<file path="config.mk">
export PLATFORM = sky130hd
export DESIGN_NAME = ctl_pkt_dispatcher
export DESIGN_NICKNAME = d
export VERILOG_FILES = /design/src/rtl/pd_pkg.sv /design/src/rtl/pd_rx_collect.sv /design/src/rtl/pd_sec_clock.sv /design/src/rtl/pd_cmd_exec.sv /design/src/rtl/pd_reply_tx.sv /design/src/rtl/ctl_pkt_dispatcher.sv
export SDC_FILE = /design/constraint.sdc
export NUM_CORES = 1
export LEC_CHECK = 0
export CAP_MARGIN = 5
export CORE_MARGIN = 2
export CORE_UTILIZATION = 35
export DETAILED_ROUTE_END_ITERATION = 10
export DONT_BUFFER_PORTS = 1
export GPL_ROUTABILITY_DRIVEN = 0
export RECOVER_POWER = 25
export SKIP_LAST_GASP = 1
export SLEW_MARGIN = 10
export SYNTH_ARGS = -nofsm -noshare
export SYNTH_HDL_FRONTEND = slang
export SYNTH_SLANG_ARGS = --single-unit
</file>
<file path="constraint.sdc">
create_clock -name clk -period 3.97 [get_ports clk]
set_input_delay 0.397 -clock clk [delete_from_list [all_inputs] [get_ports clk]]
set_output_delay 0.397 -clock clk [all_outputs]
set_load 0.01 [all_outputs]
</file>
<file path="src/rtl/pd_pkg.sv">
package pd_pkg;
  localparam logic [7:0] CLS_PERIPH = 8'h00;
  localparam logic [7:0] CLS_CTRL   = 8'h01;
  localparam logic [7:0] CLS_ERROR  = 8'h02;
  localparam logic [7:0] ERR_UNKNOWN = 8'h02;
  localparam logic [7:0] ERR_BADARG  = 8'h05;
  localparam int REPLY_MAX = 7;
  localparam int REPLY_LW  = $clog2(REPLY_MAX + 1);

  typedef enum logic [1:0] {ST_IDLE, ST_EXEC, ST_SEND} disp_state_e;

  typedef struct packed {
    logic        en;
    logic [7:0]  rate;
    logic [15:0] mask;
  } poll_cfg_t;
endpackage

</file>
<file path="src/rtl/pd_rx_collect.sv">
module pd_rx_collect #(
  parameter int IN_BYTES = 8,
  parameter int LEN_W    = 4
) (
  input  logic                     clk,
  input  logic                     rst_n,
  input  logic                     take,
  input  logic [7:0]               data,
  input  logic                     clear,
  output logic [IN_BYTES-1:0][7:0] bytes,
  output logic [LEN_W-1:0]         count
);
  localparam logic [LEN_W-1:0] CNT_SAT = {LEN_W{1'b1}};

  always_ff @(posedge clk) begin
    if (!rst_n || clear) count <= '0;
    else if (take && count != CNT_SAT) count <= count + 1'b1;
  end

  for (genvar g = 0; g < IN_BYTES; g++) begin : g_slot
    always_ff @(posedge clk) begin
      if (!rst_n) bytes[g] <= '0;
      else if (take && count == LEN_W'(g)) bytes[g] <= data;
    end
  end
endmodule

</file>
<file path="src/rtl/pd_sec_clock.sv">
module pd_sec_clock #(
  parameter int          TICK_CYCLES = 250_000_000,
  parameter logic [31:0] INIT_OFFSET = 32'd2082844800
) (
  input  logic        clk,
  input  logic        rst_n,
  input  logic        set_en,
  input  logic [31:0] set_val,
  output logic [31:0] now_sec
);
  localparam int DIV_W = (TICK_CYCLES > 1) ? $clog2(TICK_CYCLES) : 1;
  localparam logic [DIV_W-1:0] DIV_END = DIV_W'(TICK_CYCLES - 1);

  logic [DIV_W-1:0] div_q;
  logic [31:0]      elapsed_q;
  logic [31:0]      offset_q;
  logic             tick;

  assign tick = (div_q == DIV_END);

  always_ff @(posedge clk) begin
    if (!rst_n) begin
      div_q     <= '0;
      elapsed_q <= '0;
    end else begin
      div_q <= tick ? '0 : div_q + 1'b1;
      if (tick) elapsed_q <= elapsed_q + 32'd1;
    end
  end

  always_ff @(posedge clk) begin
    if (!rst_n) offset_q <= INIT_OFFSET;
    else if (set_en) offset_q <= set_val - elapsed_q;
  end

  assign now_sec = offset_q + elapsed_q;
endmodule

</file>
<file path="src/rtl/pd_cmd_exec.sv">
module pd_cmd_exec
  import pd_pkg::*;
#(
  parameter int         IN_BYTES   = 8,
  parameter int         LEN_W      = 4,
  parameter logic [7:0] RATE_RESET = 8'd20,
  parameter logic [7:0] C_AUTOPOLL = 8'h01,
  parameter logic [7:0] C_GETTIME  = 8'h03,
  parameter logic [7:0] C_SETTIME  = 8'h09,
  parameter logic [7:0] C_PWRDOWN  = 8'h0A,
  parameter logic [7:0] C_PWRMSG   = 8'h0B,
  parameter logic [7:0] C_SYSRST   = 8'h11,
  parameter logic [7:0] C_FSFLAG   = 8'h13,
  parameter logic [7:0] C_SETRATE  = 8'h14,
  parameter logic [7:0] C_DEVLIST  = 8'h19
) (
  input  logic                      clk,
  input  logic                      rst_n,
  input  logic                      fire,
  input  logic [IN_BYTES-1:0][7:0]  pkt,
  input  logic [LEN_W-1:0]          pkt_len,
  input  logic [31:0]               now_sec,
  output logic                      rep_has,
  output logic [REPLY_MAX-1:0][7:0] rep_bytes,
  output logic [REPLY_LW-1:0]       rep_len,
  output logic                      time_set_en,
  output logic [31:0]               time_set_val,
  output poll_cfg_t                 cfg,
  output logic                      pwr_down,
  output logic                      sys_rst,
  output logic                      bus_tag
);
  logic [7:0]       cls, cmd;
  logic             known, len_ok, arg_ok;
  logic [LEN_W-1:0] need;
  logic             act_poll, act_rate, act_mask, act_pd, act_rst, act_time;

  assign cls = pkt[0];
  assign cmd = pkt[1];

  always_comb begin
    known = 1'b1;
    need  = '0;
    case (cmd)
      C_AUTOPOLL: need = LEN_W'(1);
      C_SETRATE:  need = LEN_W'(1);
      C_DEVLIST:  need = LEN_W'(2);
      C_PWRDOWN:  need = LEN_W'(0);
      C_SYSRST:   need = LEN_W'(0);
      C_FSFLAG:   need = LEN_W'(1);
      C_PWRMSG:   need = LEN_W'(1);
      C_GETTIME:  need = LEN_W'(0);
      C_SETTIME:  need = LEN_W'(4);
      default:    known = 1'b0;
    endcase
  end

  assign len_ok = (pkt_len == need + LEN_W'(2));
  assign arg_ok = !(cmd == C_SETRATE && pkt[2] == 8'h00);

  always_comb begin
    rep_has   = 1'b0;
    rep_len   = '0;
    rep_bytes = '0;
    act_poll  = 1'b0;
    act_rate  = 1'b0;
    act_mask  = 1'b0;
    act_pd    = 1'b0;
    act_rst   = 1'b0;
    act_time  = 1'b0;
    if (pkt_len >= LEN_W'(2) && cls == CLS_CTRL) begin
      rep_has = 1'b1;
      if (!known) begin
        rep_bytes[0] = CLS_ERROR;
        rep_bytes[1] = ERR_UNKNOWN;
        rep_bytes[2] = CLS_CTRL;
        rep_bytes[3] = cmd;
        rep_len      = REPLY_LW'(4);
      end else if (!len_ok || !arg_ok) begin
        rep_bytes[0] = CLS_ERROR;
        rep_bytes[1] = ERR_BADARG;
        rep_bytes[2] = CLS_CTRL;
        rep_bytes[3] = cmd;
        rep_len      = REPLY_LW'(4);
      end else begin
        rep_bytes[0] = CLS_CTRL;
        rep_bytes[1] = 8'h00;
        rep_bytes[2] = cmd;
        rep_len      = REPLY_LW'(3);
        act_poll = (cmd == C_AUTOPOLL);
        act_rate = (cmd == C_SETRATE);
        act_mask = (cmd == C_DEVLIST);
        act_pd   = (cmd == C_PWRDOWN);
        act_rst  = (cmd == C_SYSRST);
        act_time = (cmd == C_SETTIME);
        if (cmd == C_GETTIME) begin
          rep_bytes[3] = now_sec[31:24];
          rep_bytes[4] = now_sec[23:16];
          rep_bytes[5] = now_sec[15:8];
          rep_bytes[6] = now_sec[7:0];
          rep_len      = REPLY_LW'(7);
        end
      end
    end
  end

  assign time_set_en  = fire && act_time;
  assign time_set_val = {pkt[2], pkt[3], pkt[4], pkt[5]};

  always_ff @(posedge clk) begin
    if (!rst_n) begin
      cfg.en   <= 1'b0;
      cfg.rate <= RATE_RESET;
      cfg.mask <= 16'hFFFF;
      pwr_down <= 1'b0;
      sys_rst  <= 1'b0;
      bus_tag  <= 1'b0;
    end else begin
      pwr_down <= fire && act_pd;
      sys_rst  <= fire && act_rst;
      bus_tag  <= fire && pkt_len != '0 && cls == CLS_PERIPH;
      if (fire && act_poll) cfg.en   <= (pkt[2] != 8'h00);
      if (fire && act_rate) cfg.rate <= pkt[2];
      if (fire && act_mask) cfg.mask <= {pkt[2], pkt[3]};
    end
  end
endmodule

</file>
<file path="src/rtl/pd_reply_tx.sv">
module pd_reply_tx
  import pd_pkg::*;
(
  input  logic                      clk,
  input  logic                      rst_n,
  input  logic                      load,
  input  logic [REPLY_MAX-1:0][7:0] src,
  input  logic [REPLY_LW-1:0]       src_len,
  input  logic                      out_ready,
  output logic                      out_valid,
  output logic [7:0]                out_data,
  output logic                      out_last,
  output logic [REPLY_LW-1:0]       out_len,
  output logic                      done
);
  logic [REPLY_MAX-1:0][7:0] buf_q;
  logic [REPLY_LW-1:0]       idx_q;

  assign out_last = out_valid && (idx_q == out_len - 1'b1);
  assign out_data = buf_q[idx_q];
  assign done     = out_valid && out_ready && out_last;

  always_ff @(posedge clk) begin
    if (!rst_n) begin
      buf_q     <= '0;
      idx_q     <= '0;
      out_len   <= '0;
      out_valid <= 1'b0;
    end else if (load) begin
      buf_q     <= src;
      idx_q     <= '0;
      out_len   <= src_len;
      out_valid <= 1'b1;
    end else if (out_valid && out_ready) begin
      if (out_last) out_valid <= 1'b0;
      else idx_q <= idx_q + 1'b1;
    end
  end
endmodule

</file>
<file path="src/rtl/ctl_pkt_dispatcher.sv">
module ctl_pkt_dispatcher
  import pd_pkg::*;
#(
  parameter int          TICK_CYCLES = 250_000_000,
  parameter int          IN_BYTES    = 8,
  parameter logic [31:0] INIT_OFFSET = 32'd2082844800,
  parameter logic [7:0]  RATE_RESET  = 8'd20,
  parameter logic [7:0]  C_AUTOPOLL  = 8'h01,
  parameter logic [7:0]  C_GETTIME   = 8'h03,
  parameter logic [7:0]  C_SETTIME   = 8'h09,
  parameter logic [7:0]  C_PWRDOWN   = 8'h0A,
  parameter logic [7:0]  C_PWRMSG    = 8'h0B,
  parameter logic [7:0]  C_SYSRST    = 8'h11,
  parameter logic [7:0]  C_FSFLAG    = 8'h13,
  parameter logic [7:0]  C_SETRATE   = 8'h14,
  parameter logic [7:0]  C_DEVLIST   = 8'h19
) (
  input  logic        clk,
  input  logic        rst_n,
  input  logic        in_valid,
  output logic        in_ready,
  input  logic [7:0]  in_data,
  input  logic        in_last,
  output logic        out_valid,
  input  logic        out_ready,
  output logic [7:0]  out_data,
  output logic        out_last,
  output logic [2:0]  out_len,
  output logic        autopoll_en,
  output logic [7:0]  poll_rate_ms,
  output logic [15:0] poll_mask,
  output logic        power_down_pulse,
  output logic        system_reset_pulse,
  output logic        bus_pkt_pulse
);
  localparam int LEN_W = $clog2(IN_BYTES + 2);

  disp_state_e               state_q;
  logic                      take, fire, tx_done;
  logic [IN_BYTES-1:0][7:0]  pkt;
  logic [LEN_W-1:0]          pkt_len;
  logic [31:0]               now_sec, set_val;
  logic                      set_en, rep_has;
  logic [REPLY_MAX-1:0][7:0] rep_bytes;
  logic [REPLY_LW-1:0]       rep_len, len_w;
  poll_cfg_t                 cfg;

  assign in_ready = (state_q == ST_IDLE);
  assign take     = in_valid && in_ready;
  assign fire     = (state_q == ST_EXEC);

  always_ff @(posedge clk) begin
    if (!rst_n) state_q <= ST_IDLE;
    else begin
      case (state_q)
        ST_IDLE: if (take && in_last) state_q <= ST_EXEC;
        ST_EXEC: state_q <= rep_has ? ST_SEND : ST_IDLE;
        ST_SEND: if (tx_done) state_q <= ST_IDLE;
        default: state_q <= ST_IDLE;
      endcase
    end
  end

  pd_rx_collect #(.IN_BYTES(IN_BYTES), .LEN_W(LEN_W)) u_rx (
    .clk(clk), .rst_n(rst_n), .take(take), .data(in_data), .clear(fire),
    .bytes(pkt), .count(pkt_len));

  pd_sec_clock #(.TICK_CYCLES(TICK_CYCLES), .INIT_OFFSET(INIT_OFFSET)) u_clk (
    .clk(clk), .rst_n(rst_n), .set_en(set_en), .set_val(set_val),
    .now_sec(now_sec));

  pd_cmd_exec #(
    .IN_BYTES(IN_BYTES), .LEN_W(LEN_W), .RATE_RESET(RATE_RESET),
    .C_AUTOPOLL(C_AUTOPOLL), .C_GETTIME(C_GETTIME), .C_SETTIME(C_SETTIME),
    .C_PWRDOWN(C_PWRDOWN), .C_PWRMSG(C_PWRMSG), .C_SYSRST(C_SYSRST),
    .C_FSFLAG(C_FSFLAG), .C_SETRATE(C_SETRATE), .C_DEVLIST(C_DEVLIST)
  ) u_exec (
    .clk(clk), .rst_n(rst_n), .fire(fire), .pkt(pkt), .pkt_len(pkt_len),
    .now_sec(now_sec), .rep_has(rep_has), .rep_bytes(rep_bytes),
    .rep_len(rep_len), .time_set_en(set_en), .time_set_val(set_val),
    .cfg(cfg), .pwr_down(power_down_pulse), .sys_rst(system_reset_pulse),
    .bus_tag(bus_pkt_pulse));

  pd_reply_tx u_tx (
    .clk(clk), .rst_n(rst_n), .load(fire && rep_has), .src(rep_bytes),
    .src_len(rep_len), .out_ready(out_ready), .out_valid(out_valid),
    .out_data(out_data), .out_last(out_last), .out_len(len_w),
    .done(tx_done));

  assign out_len      = 3'(len_w);
  assign autopoll_en  = cfg.en;
  assign poll_rate_ms = cfg.rate;
  assign poll_mask    = cfg.mask;
endmodule

</file>
==> results by group, run 1 <==
Min path
  – Hold crit path type: in -> reg

Drt
  – Routed Antenna Nets: 0
  – DRT iter0 DRCs: 712
  – Vias: ~10000
  – Wire per inst: 17.02 um
  – Initial DRT Pass Iterations: 6
  – DRT Wirelength: 33.28 mm
  – # DRC: 0
  – Vias per cell: around 5.3

Flow run
  – MaxCap Viol Count: 0

GRT
  – First-pass GRT wire length: between 50 and 60 mm
  – Grt ovf: 0
  – Vias in the first global route: 9594
  – Antenna violations before repair: 0
  – Largest net degree at the start of global routing: 66
  – Total global-route track usage: 18.13%

Die
  – Die height: 190.3 um
  – Core area: roughly 34000 sq um
  – I/O pin total: 55
  – Initial Util: 35.34%
  – # rows: 68
  – Die Area: ~36000 sq um
  – Width of the die: 190.3 um

Logic synthesis
  – Asr flop ratio synth: 0%
  – Synth warn: 0
  – Synthesis-stage register bit count: 223
  – Post-synthesis sequential area ratio: 36.75%
  – Post-synth design cell area: 12150 sq um
  – Syn_nets: 1582
  – Synth area leaders: dfxtp_1 (37%), ha_1 (7.2%), nand2_1 (6.5%)
  – Avg Cell Area, Syn: 8.114 sq um
  – Primary FF master, synth: dfxtp_1
  – Cells after Synth: 1497
  – Biggest area consumer among synthesized cells: dfxtp_1
  – Post-synth EDFFs: 0
  – Unique masters post-synth: 76
  – Synth top area share: around 37%

Setup path
  – Start point of the critical path: u_rx.bytes[40]
  – CP max stage cell: a2111oi_0
  – R2R Path Start: u_rx.bytes[40]
  – Largest stage delay, worst path: roughly 600 ps
  – Worst Path Arrival: 4130 ps
  – CP endpoint kind: register
  – Worst reg-to-reg setup slack: between 200 and 300 ps
  – CP required: approximately 4400 ps
  – CP endpoint: u_clk.offset_q[30]
  – R2R cell count: 13
  – Crit Path Category: reg -> reg
  – Critical path launch point type: register
  – Critical-path cell list: inv_1 -> ha_1 -> fa_1 -> nand2b_1 -> a21oi_1 -> o21ai_0 -> a2111oi_0 -> buf_4 -> nor3_1 -> o31ai_1 -> a221oi_1 -> xor2_1 -> o211ai_1
  – Crit-path max FO: 4
  – RR Endpoint: u_clk.offset_q[30]

STA
  – Clk_skew: 11.32 ps
  – RSZ-0062 raised after global routing: false
  – Hold Slack: 16.76 ps
  – # setup viols final: 0
  – Worst-margin pin slew: 1257 ps
  – Tcrit/Tclk final: about 90%
  – Pins over their slew limit: 0
  – Headroom to the max-slew limit: 15.40%
  – Post-layout worst setup margin: 299.0 ps
  – Fmax: 272.4 MHz
  – Time the worst path needs with I/O delays and setup: 3671 ps
  – Setup_tns: 0 ps
  – Final Hold Fails: 0

Placed design
  – Post-Place Setup Slack: 364.6 ps
  – Hpwl dp: 24.14 mm
  – Port buffer count: 0

Clock tree
  – Root Buffer: clkbuf_16
  – Clock network latency to the later pin of the worst-skew pair: 530 ps
  – H-tree levels: 1
  – Clk pin slew, worst setup/hold paths: roughly 60 ps
  – Max Buffers Root-to-Sink: 3
  – TritonCTS Buffers: 26
  – Post-CTS setup buffers: 0
  – Sink Count: approximately 220
  – TritonCTS clock tree: yes

Final layout
  – Fraction of final layout cells sized beyond drive strength 1: between 5 and 6%
  – Layout area overhead: 11.79%
  – # fillers: 3514
  – Ant diodes: 0
  – Fin util: 39.51%
  – # nets final: 1567

Pwr
  – Pwr dens: 369.9 nW/um^2
  – Leakage: 5.399 nW
  – Peak supply drop: 0.0002939 V
  – Total power: 5.023 mW

Run status
  – Outcome: finished, final reports clean
[metrics by stage]
stage	instance area [sq um]	cells
floorplan	12150	1497
global placement	12570	1899
detailed placement	12570	1899
CTS	13610	1955
global route	13580	1955
finish	13580	1955
[flip-flops by register name, summed over array words and instances (netlist names)]
name / count
u_rx.bytes: 48
u_tx.buf_q: 43
u_clk.elapsed_q: 32
u_clk.offset_q: 32
u_clk.div_q: 28
u_exec.cfg: 25
u_rx.count: 4
u_tx.idx_q: 3
state_q: 2
u_tx.out_len: 2
u_exec.bus_tag: 1
u_exec.pwr_down: 1
u_exec.sys_rst: 1
u_tx.out_valid: 1
[kinds of logic after synthesis]
logic type / count (synthesis) / share of synthesized area (%)
compound gates: 341 / 17.53
xor+xnor: 106 / 7.643
fa+ha+maj: 72 / 7.540
buf+inv: 134 / 4.244
flops: 223 / 36.75
mux: 34 / 3.028
simple gates: 587 / 23.26
[critical path: cells and delay by family, from the launching register on]
kind	cells	cell delay (ps)
AOI/OAI and AO/OA	6	1940
adders and majority gates	2	610
DFF	1	330
buffers and inverters	2	270
and+or+nand+nor	2	260
xor gates and xnor gates	1	190
[power by group]
group | leakage (nW) | internal [mW] | switching, mW
sequential | 1.80 | 2.26 | 0.0226
clock | 0.458 | 1.60 | 0.948
combinational | 3.14 | 0.0653 | 0.132
total | 5.40 | 3.92 | 1.10
[cell usage after synthesis (6+ instances only)]
library cell	n
a211oi_1	11
a21o_1	44
a21oi_1	121
a22o_1	7
a31oi_1	10
and3_1	17
and4_1	7
clkbuf_1	57
dfxtp_1	223
ha_1	70
inv_1	65
mux2i_1	30
nand2_1	211
nand2b_1	11
nand3_1	99
nand4_1	17
nor2_1	121
nor2b_1	9
nor3_1	24
nor4_1	6
o211ai_1	15
o21a_1	9
o21ai_0	68
o21bai_1	10
or3_1	18
xnor2_1	72
xor2_1	34
[cell usage in the layout (no fill, tap or decap), types with 9 or more instances in the layout]
| master | n |
|---|---|
| o211ai_1 | 15 |
| a31oi_1 | 10 |
| and3_1 | 17 |
| nor3_1 | 24 |
| or3_1 | 18 |
| nand2_1 | 211 |
| ha_1 | 70 |
| inv_1 | 64 |
| a211oi_1 | 11 |
| nand4_1 | 17 |
| buf_4 | 14 |
| o21a_1 | 9 |
| a21oi_1 | 121 |
| o21ai_0 | 68 |
| nand3_1 | 99 |
| clkbuf_16 | 27 |
| xor2_1 | 34 |
| a21o_1 | 44 |
| nand2b_1 | 11 |
| dfxtp_1 | 223 |
| nor2_1 | 120 |
| mux2i_1 | 30 |
| dlygate4sd3_1 | 9 |
| xnor2_1 | 72 |
| o21bai_1 | 10 |
| nor2b_1 | 9 |
[what timing repair did]
| action | 4_1_cts | 5_1_grt |
|---|---|---|
| gates resized for setup | 0 | 0 |
| hold buffers | 10 | 0 |
| endpoints found under the hold margin | 48 | 0 |
[layout make-up]
class	count	area, sq um	area share, %
Timing Repair Buffer	25	219.0	1.612
Multi-Input combinational cell	1140	7154	52.69
Tap cell	455	569.3	4.192
Clock inverter	11	157.7	1.161
Clock buffer	35	765.7	5.639
Sequential cell	223	4464	32.88
Inverter	66	249.0	1.834
[worst min-delay path by stage]
stage                                 to            from  cells past startpoint
final                      u_rx.bytes[1]      in_data[1]                      2
after global routing      u_rx.bytes[27]      in_data[3]                      2
after CTS                 u_tx.buf_q[28]           rst_n                      2
after detailed placement  u_tx.buf_q[39]  u_tx.buf_q[39]                      2
after global placement     u_tx.buf_q[1]   u_tx.buf_q[1]                      1
after floorplan           u_tx.buf_q[20]  u_tx.buf_q[20]                      2
[metal layers]
layer	GRT usage, %	part of all wire [%]	vias up
met2	28.67	43	266
li1	-	-	5230
met1	25.70	49	4721
met5	0	0	-
met4	5.397	2.9	0
met3	2.374	5.1	56
No activity file was read; power rests on OpenSTA's default activity.
==> inputs of run 2 (changes only) <==
clock period = 3.2 ns   (was 3.97 ns; I/O delays follow)
==> results by group, run 2 (synthesis results as in run 1) <==
Die
  – I/O pin total: 55 (unchanged)
  – Width of the die: 190.3 um (unchanged)
  – Core area: 34370 sq um (unchanged)
  – Initial Util: 35.34% (unchanged)
  – # rows: 68 (unchanged)
  – Die Area: 36210 sq um (unchanged)
  – Die height: 190.3 um (unchanged)

Clock tree
  – H-tree levels: 1 (unchanged)
  – TritonCTS clock tree: yes
  – Clock network latency to the later pin of the worst-skew pair: 530 ps (about the same)
  – Clk pin slew, worst setup/hold paths: 60 ps (about the same)
  – Max Buffers Root-to-Sink: 3 (unchanged)
  – TritonCTS Buffers: 25 (-3.8%)
  – Root Buffer: clkbuf_16
  – Post-CTS setup buffers: 0 (unchanged)
  – Sink Count: 223 (unchanged)

Final layout
  – Most common cell after layout, fill and taps aside: dfxtp_1
  – Largest registers: u_rx.bytes x48, u_tx.buf_q x43
  – Fin util: 40.28% (+0.77 points)
  – # nets final: 1602 (+2.2%)
  – Max reg flops: 48 (unchanged)
  – Finished Layout Cells: 1988 (+1.7%)
  – Ant diodes: 0 (unchanged)
  – # fillers: 3524 (+0.28%)
  – Most flops, register: u_rx.bytes
  – Fraction of final layout cells sized beyond drive strength 1: 7.763% (+2.1 points)
  – Layout area overhead: 13.98%
  – Most frequent cells in the layout: dfxtp_1 (223), nand2_1 (210), a21oi_1 (120)

STA
  – Setup_tns: 0 ps (unchanged)
  – Tcrit/Tclk final: 96.76% (+4.3 points)
  – Headroom to the max-slew limit: 38.87% (+23 points)
  – Final Hold Fails: 1 (+1)
  – # setup viols final: 0 (unchanged)
  – Worst-margin pin slew: 916.9 ps (-340.5 ps)
  – RSZ-0062 raised after global routing: false
  – Fmax: 323.0 MHz (+19%)
  – Pins over their slew limit: 0 (unchanged)
  – Time the worst path needs with I/O delays and setup: 3096 ps (-574.7 ps)
  – Clk_skew: 14.92 ps (+3.601 ps)
  – Hold Slack: -7.254 ps (-24.02 ps)

Setup path
  – Critical-path cell list: inv_1 -> ha_1 -> fa_1 -> nand2b_1 -> a21oi_2 -> o21ai_1 -> a2111oi_2 -> buf_4 -> nor3_1 -> o31a_1 -> o21ai_1 -> mux2i_1 -> a311o_1
  – Worst Path Arrival: 3510 ps (-620 ps)
  – CP required: 3620 ps (-800 ps)
  – Crit-path max FO: 3 (-1)
  – Worst Path Buf+Inv: 2 (unchanged)
  – Largest stage delay, worst path: 420 ps (-180 ps)
  – Crit Path Category: reg -> reg
  – Critical path's top delay family: compound AO/OA/AOI/OAI gates
  – Cell mode on critical path: o21ai_1
  – CP endpoint kind: register
  – Critical path launch point type: register
  – CP max stage cell: a2111oi_2

Pwr
  – Pwr dens: 439.4 nW/um^2 (+19%)
  – Leakage: 5.544 nW (+2.7%)
  – Peak supply drop: 0.0003615 V (+23%)

GRT
  – Grt ovf: 0 (unchanged)
  – Antenna violations before repair: 0 (unchanged)
  – Largest net degree at the start of global routing: 53 (-20%)
  – Total global-route track usage: 17.85% (-0.28 points)
  – First-pass GRT wire length: 52.17 mm (-0.83%)
  – Vias in the first global route: 9454 (-1.5%)

Run status
  – Outcome: finished, violations left
  – Failing checks: hold timing

Drt
  – DRT Wirelength: 32.98 mm (-0.89%)
  – Vias: 10380 (+1.0%)
  – DRT iter0 DRCs: 749 (+5.2%)
  – Initial DRT Pass Iterations: 6 (unchanged)
  – Routed Antenna Nets: 0 (unchanged)
  – # DRC: 0 (unchanged)
  – Wire per inst: 16.59 um (-2.5%)
  – Vias per cell: 5.221 (-0.65%)

Flow run
  – MaxCap Viol Count: 0 (unchanged)

Placed design
  – Port buffer count: 0 (unchanged)
  – Hpwl dp: 24.35 mm (+0.88%)
  – Post-placement cell count: 1934 (+1.8%)

Min path
  – Hold crit path type: in -> reg
run 2: cell types whose count changed in the layout (fill, tap and decap cells not counted), moves of 2 or more:
cell / previous run / this run
clkbuf_16: 27 / 25
nor4_4: 0 / 2
clkbuf_8: 6 / 2
buf_12: 1 / 3
buf_4: 14 / 44
nor4_1: 7 / 5
clkinv_2: 7 / 2
clkinvlp_4: 1 / 5
clkbuf_1: 3 / 8
run 2: through the flow:
stage	setup WS [ps]	instance area [sq um]	total power [mW]
5_1_grt	3.751	13840	6.292
3_3_place_gp	-106.8	12860	3.116
4_1_cts	4.297	13830	6.142
3_5_place_dp	-102.3	12860	3.121
6_report	103.6	13840	6.083
2_1_floorplan	187.2	12150	3.055
run 2: area by class of cell:
class                           instances  area (sq um)  share of cell area (%)
Multi-Input combinational cell       1140          7201                   52.01
Sequential cell                       223          4464                   32.25
Clock buffer                           33         675.6                   4.880
Tap cell                              455         569.3                   4.112
Timing Repair Buffer                   61         518.0                   3.742
Inverter                               66         252.7                   1.826
Clock inverter                         10         163.9                   1.184
run 2: timing repair:
item,CTS,global route
resized for setup,2,11
gates cloned,0,0
endpoints found under the hold margin,91,0
hold buffers,11,0
setup endpoints to repair,4,39
pin swaps,0,1
run 2: routing by layer:
layer / vias to the layer above / wire length (um) / share of wire [%] / global-route usage, %
met4: 0 / 506 / 1.5 / 3.965
met3: 33 / 1905 / 5.8 / 2.834
met1: 4804 / 16350 / 50 / 26.08
li1: 5304 / - / - / -
met5: - / 0 / 0 / 0
met2: 238 / 14230 / 43 / 27.52
run 2: power breakdown:
part / switching, mW / internal [mW] / total (mW)
sequential: 0.0174 / 2.80 / 2.81
clock: 1.18 / 1.80 / 2.98
combinational: 0.192 / 0.0957 / 0.288
run 2: path summary, 6_finish.rpt:
check	start	end	slack, ps	depth (start not counted)
setup / recovery	u_rx.bytes[40]	u_clk.offset_q[24]	100	13
setup reg to reg	u_rx.bytes[40]	u_clk.offset_q[24]	100	13
hold reg to reg	u_tx.buf_q[20]	u_tx.buf_q[20]	450	2
hold / removal	in_valid	state_q[0]	-7	2
==> inputs of run 3 (changes only) <==
HOLD_SLACK_MARGIN = 0.06   (was not set)
==> results by group, run 3 (synthesis results as in run 1) <==
Drt
  – Vias: 10390 (+0.077%)
  – DRT Wirelength: 32.54 mm (-1.3%)
  – Vias per cell: 5.222 (about the same)
  – Initial DRT Pass Iterations: 5 (-1)
  – Wire per inst: 16.36 um (-1.4%)
  – Routed Antenna Nets: 0 (unchanged)
  – DRT iter0 DRCs: 703 (-6.1%)
  – # DRC: 0 (unchanged)

STA
  – Fmax: 322.7 MHz (about the same)
  – Post-layout worst setup margin: 101.2 ps (-2.475 ps)
  – RSZ-0062 raised after global routing: false
  – Worst-margin pin slew: 903.1 ps (-13.84 ps)
  – Time the worst path needs with I/O delays and setup: 3099 ps (+2.475 ps)
  – Pins over their slew limit: 0 (unchanged)
  – Headroom to the max-slew limit: 39.79% (+0.92 points)
  – Clk_skew: 14.36 ps (-0.5655 ps)
  – Setup_tns: 0 ps (unchanged)
  – Final Hold Fails: 0 (-1)
  – # setup viols final: 0 (unchanged)
  – Tcrit/Tclk final: 96.84% (about the same)

Setup path
  – Crit-path max FO: 3 (unchanged)
  – R2R cell count: 13 (unchanged)
  – Worst Path Arrival: 3520 ps (about the same)
  – CP required: 3620 ps (about the same)
  – Crit Path Category: reg -> reg
  – Critical path launch point type: register
  – CP endpoint kind: register

Pwr
  – Internal power: 4.697 mW (about the same)
  – Peak supply drop: 0.0003606 V (-0.26%)
  – Sw Ratio: 22.77% (-0.031 points)
  – Fraction of power consumed by sequential logic: 46.3% (about the same)
  – Pwr dens: 438.9 nW/um^2 (about the same)
  – Combinational share of power: 4.7% (about the same)
  – P_sw: 1.385 mW (-0.16%)
  – Clock power frac: 49.0% (about the same)
  – Leakage: 5.551 nW (+0.11%)

GRT
  – First-pass GRT wire length: 51.86 mm (-0.59%)
  – Total global-route track usage: 17.69% (-0.16 points)
  – Vias in the first global route: 9437 (-0.18%)
  – Antenna violations before repair: 0 (unchanged)
  – Grt ovf: 0 (unchanged)
  – Largest net degree at the start of global routing: 53 (unchanged)

Final layout
  – Design Area, Final: 13850 sq um (about the same)
  – Max reg flops: 48 (unchanged)
  – # nets final: 1603 (+0.062%)
  – Layout area overhead: 14.06% (about the same)
  – Largest registers: u_rx.bytes x48, u_tx.buf_q x43
  – Most common cell after layout, fill and taps aside: dfxtp_1
  – Most frequent cells in the layout: dfxtp_1 (223), nand2_1 (210), a21oi_1 (120)
  – Ant diodes: 0 (unchanged)
  – Most flops, register: u_rx.bytes
  – # fillers: 3526 (+0.057%)
  – Fin util: 40.31% (about the same)
  – Fraction of final layout cells sized beyond drive strength 1: 7.757% (about the same)

Clock tree
  – Post-CTS setup buffers: 0 (unchanged)
  – Root Buffer: clkbuf_16
  – TritonCTS clock tree: yes
  – H-tree levels: 1 (unchanged)
  – Clk pin slew, worst setup/hold paths: 60 ps (about the same)
  – Max Buffers Root-to-Sink: 3 (unchanged)
  – TritonCTS Buffers: 25 (unchanged)
  – Clock network latency to the later pin of the worst-skew pair: 530 ps (about the same)
  – Sink Count: 223 (unchanged)

Die
  – Die height: 190.3 um (unchanged)
  – I/O pin total: 55 (unchanged)
  – Width of the die: 190.3 um (unchanged)
  – # rows: 68 (unchanged)
  – Core area: 34370 sq um (unchanged)
  – Die Area: 36210 sq um (unchanged)
  – Initial Util: 35.34% (unchanged)

Flow run
  – MaxCap Viol Count: 0 (unchanged)

Min path
  – Hold crit path type: in -> reg
  – Hold depth: 2 (unchanged)

Placed design
  – Port buffer count: 0 (unchanged)
  – Post-Place Cell Area: 12860 sq um (unchanged)
  – Hpwl dp: 24.35 mm (unchanged)
  – Post-Place Setup Slack: -102.3 ps (unchanged)

Run status
  – Outcome: finished, final reports clean
-- run 3: cell count changes in the layout (fill, tap and decap cells not counted) --
cell	delta
dlygate4sd3_1	+1
-- run 3: repair_timing --
item / 4_1_cts / 5_1_grt
resized for setup: 2 / 11
cloned: 0 / 0
hold endpoints to repair: 95 / 0
setup endpoints to repair: 4 / 39
hold buffers: 12 / 0
pin swaps: 0 / 1
-- run 3: power by group through the flow --
stage | clock network [mW] | logic [mW] | registers [mW]
2_1_floorplan | 0 | 0.181 | 2.87
3_3_place_gp | 0 | 0.241 | 2.88
3_5_place_dp | 0 | 0.245 | 2.88
4_1_cts | 3.04 | 0.286 | 2.81
5_1_grt | 3.16 | 0.314 | 2.82
6_report | 2.98 | 0.287 | 2.81
-- run 3: path summary, 6_finish.rpt --
check	to	slack, ps	start
worst max register to register	u_clk.offset_q[24]	100	u_rx.bytes[40]
worst min-delay path	u_exec.cfg[4]	90	rst_n
worst min register to register	u_tx.buf_q[20]	450	u_tx.buf_q[20]
worst max-delay path	u_clk.offset_q[24]	100	u_rx.bytes[40]
-- run 3: stage by stage --
step | hold WS (ps) | instances | power, mW
finish | 91.35 | 1989 | 6.081
CTS | 69.11 | 1989 | 6.143
global route | 83.06 | 1989 | 6.293
global placement | 433.7 | 1934 | 3.116
floorplan | 414.9 | 1497 | 3.055
detailed placement | 430.2 | 1934 | 3.121
-- run 3: cell type report --
cell class	count	area [sq um]	area share, %
Sequential cell	223	4464	32.22
Clock buffer	33	675.6	4.877
Clock inverter	10	163.9	1.183
Inverter	66	252.7	1.824
Timing Repair Buffer	62	528.0	3.811
Tap cell	455	569.3	4.109
Multi-Input combinational cell	1140	7201	51.97
-- run 3: layer usage --
layer | GRT usage, % | routed length [um] | vias to the layer above
met5 | 0 | 0 | -
met4 | 3.459 | 498 | 0
met3 | 2.797 | 1768 | 34
met2 | 27.34 | 13990 | 222
met1 | 25.98 | 16280 | 4819
li1 | - | - | 5312
-- run 3: worst max-delay path, cell delays in order, from the launching register on --
cell	delay, ps
dfxtp_1	350
inv_1	50
ha_1	220
fa_1	380
nand2b_1	190
a21oi_2	170
o21ai_1	130
a2111oi_2	420
buf_4	170
nor3_1	70
o31a_1	270
o21ai_1	170
mux2i_1	100
a311o_1	310
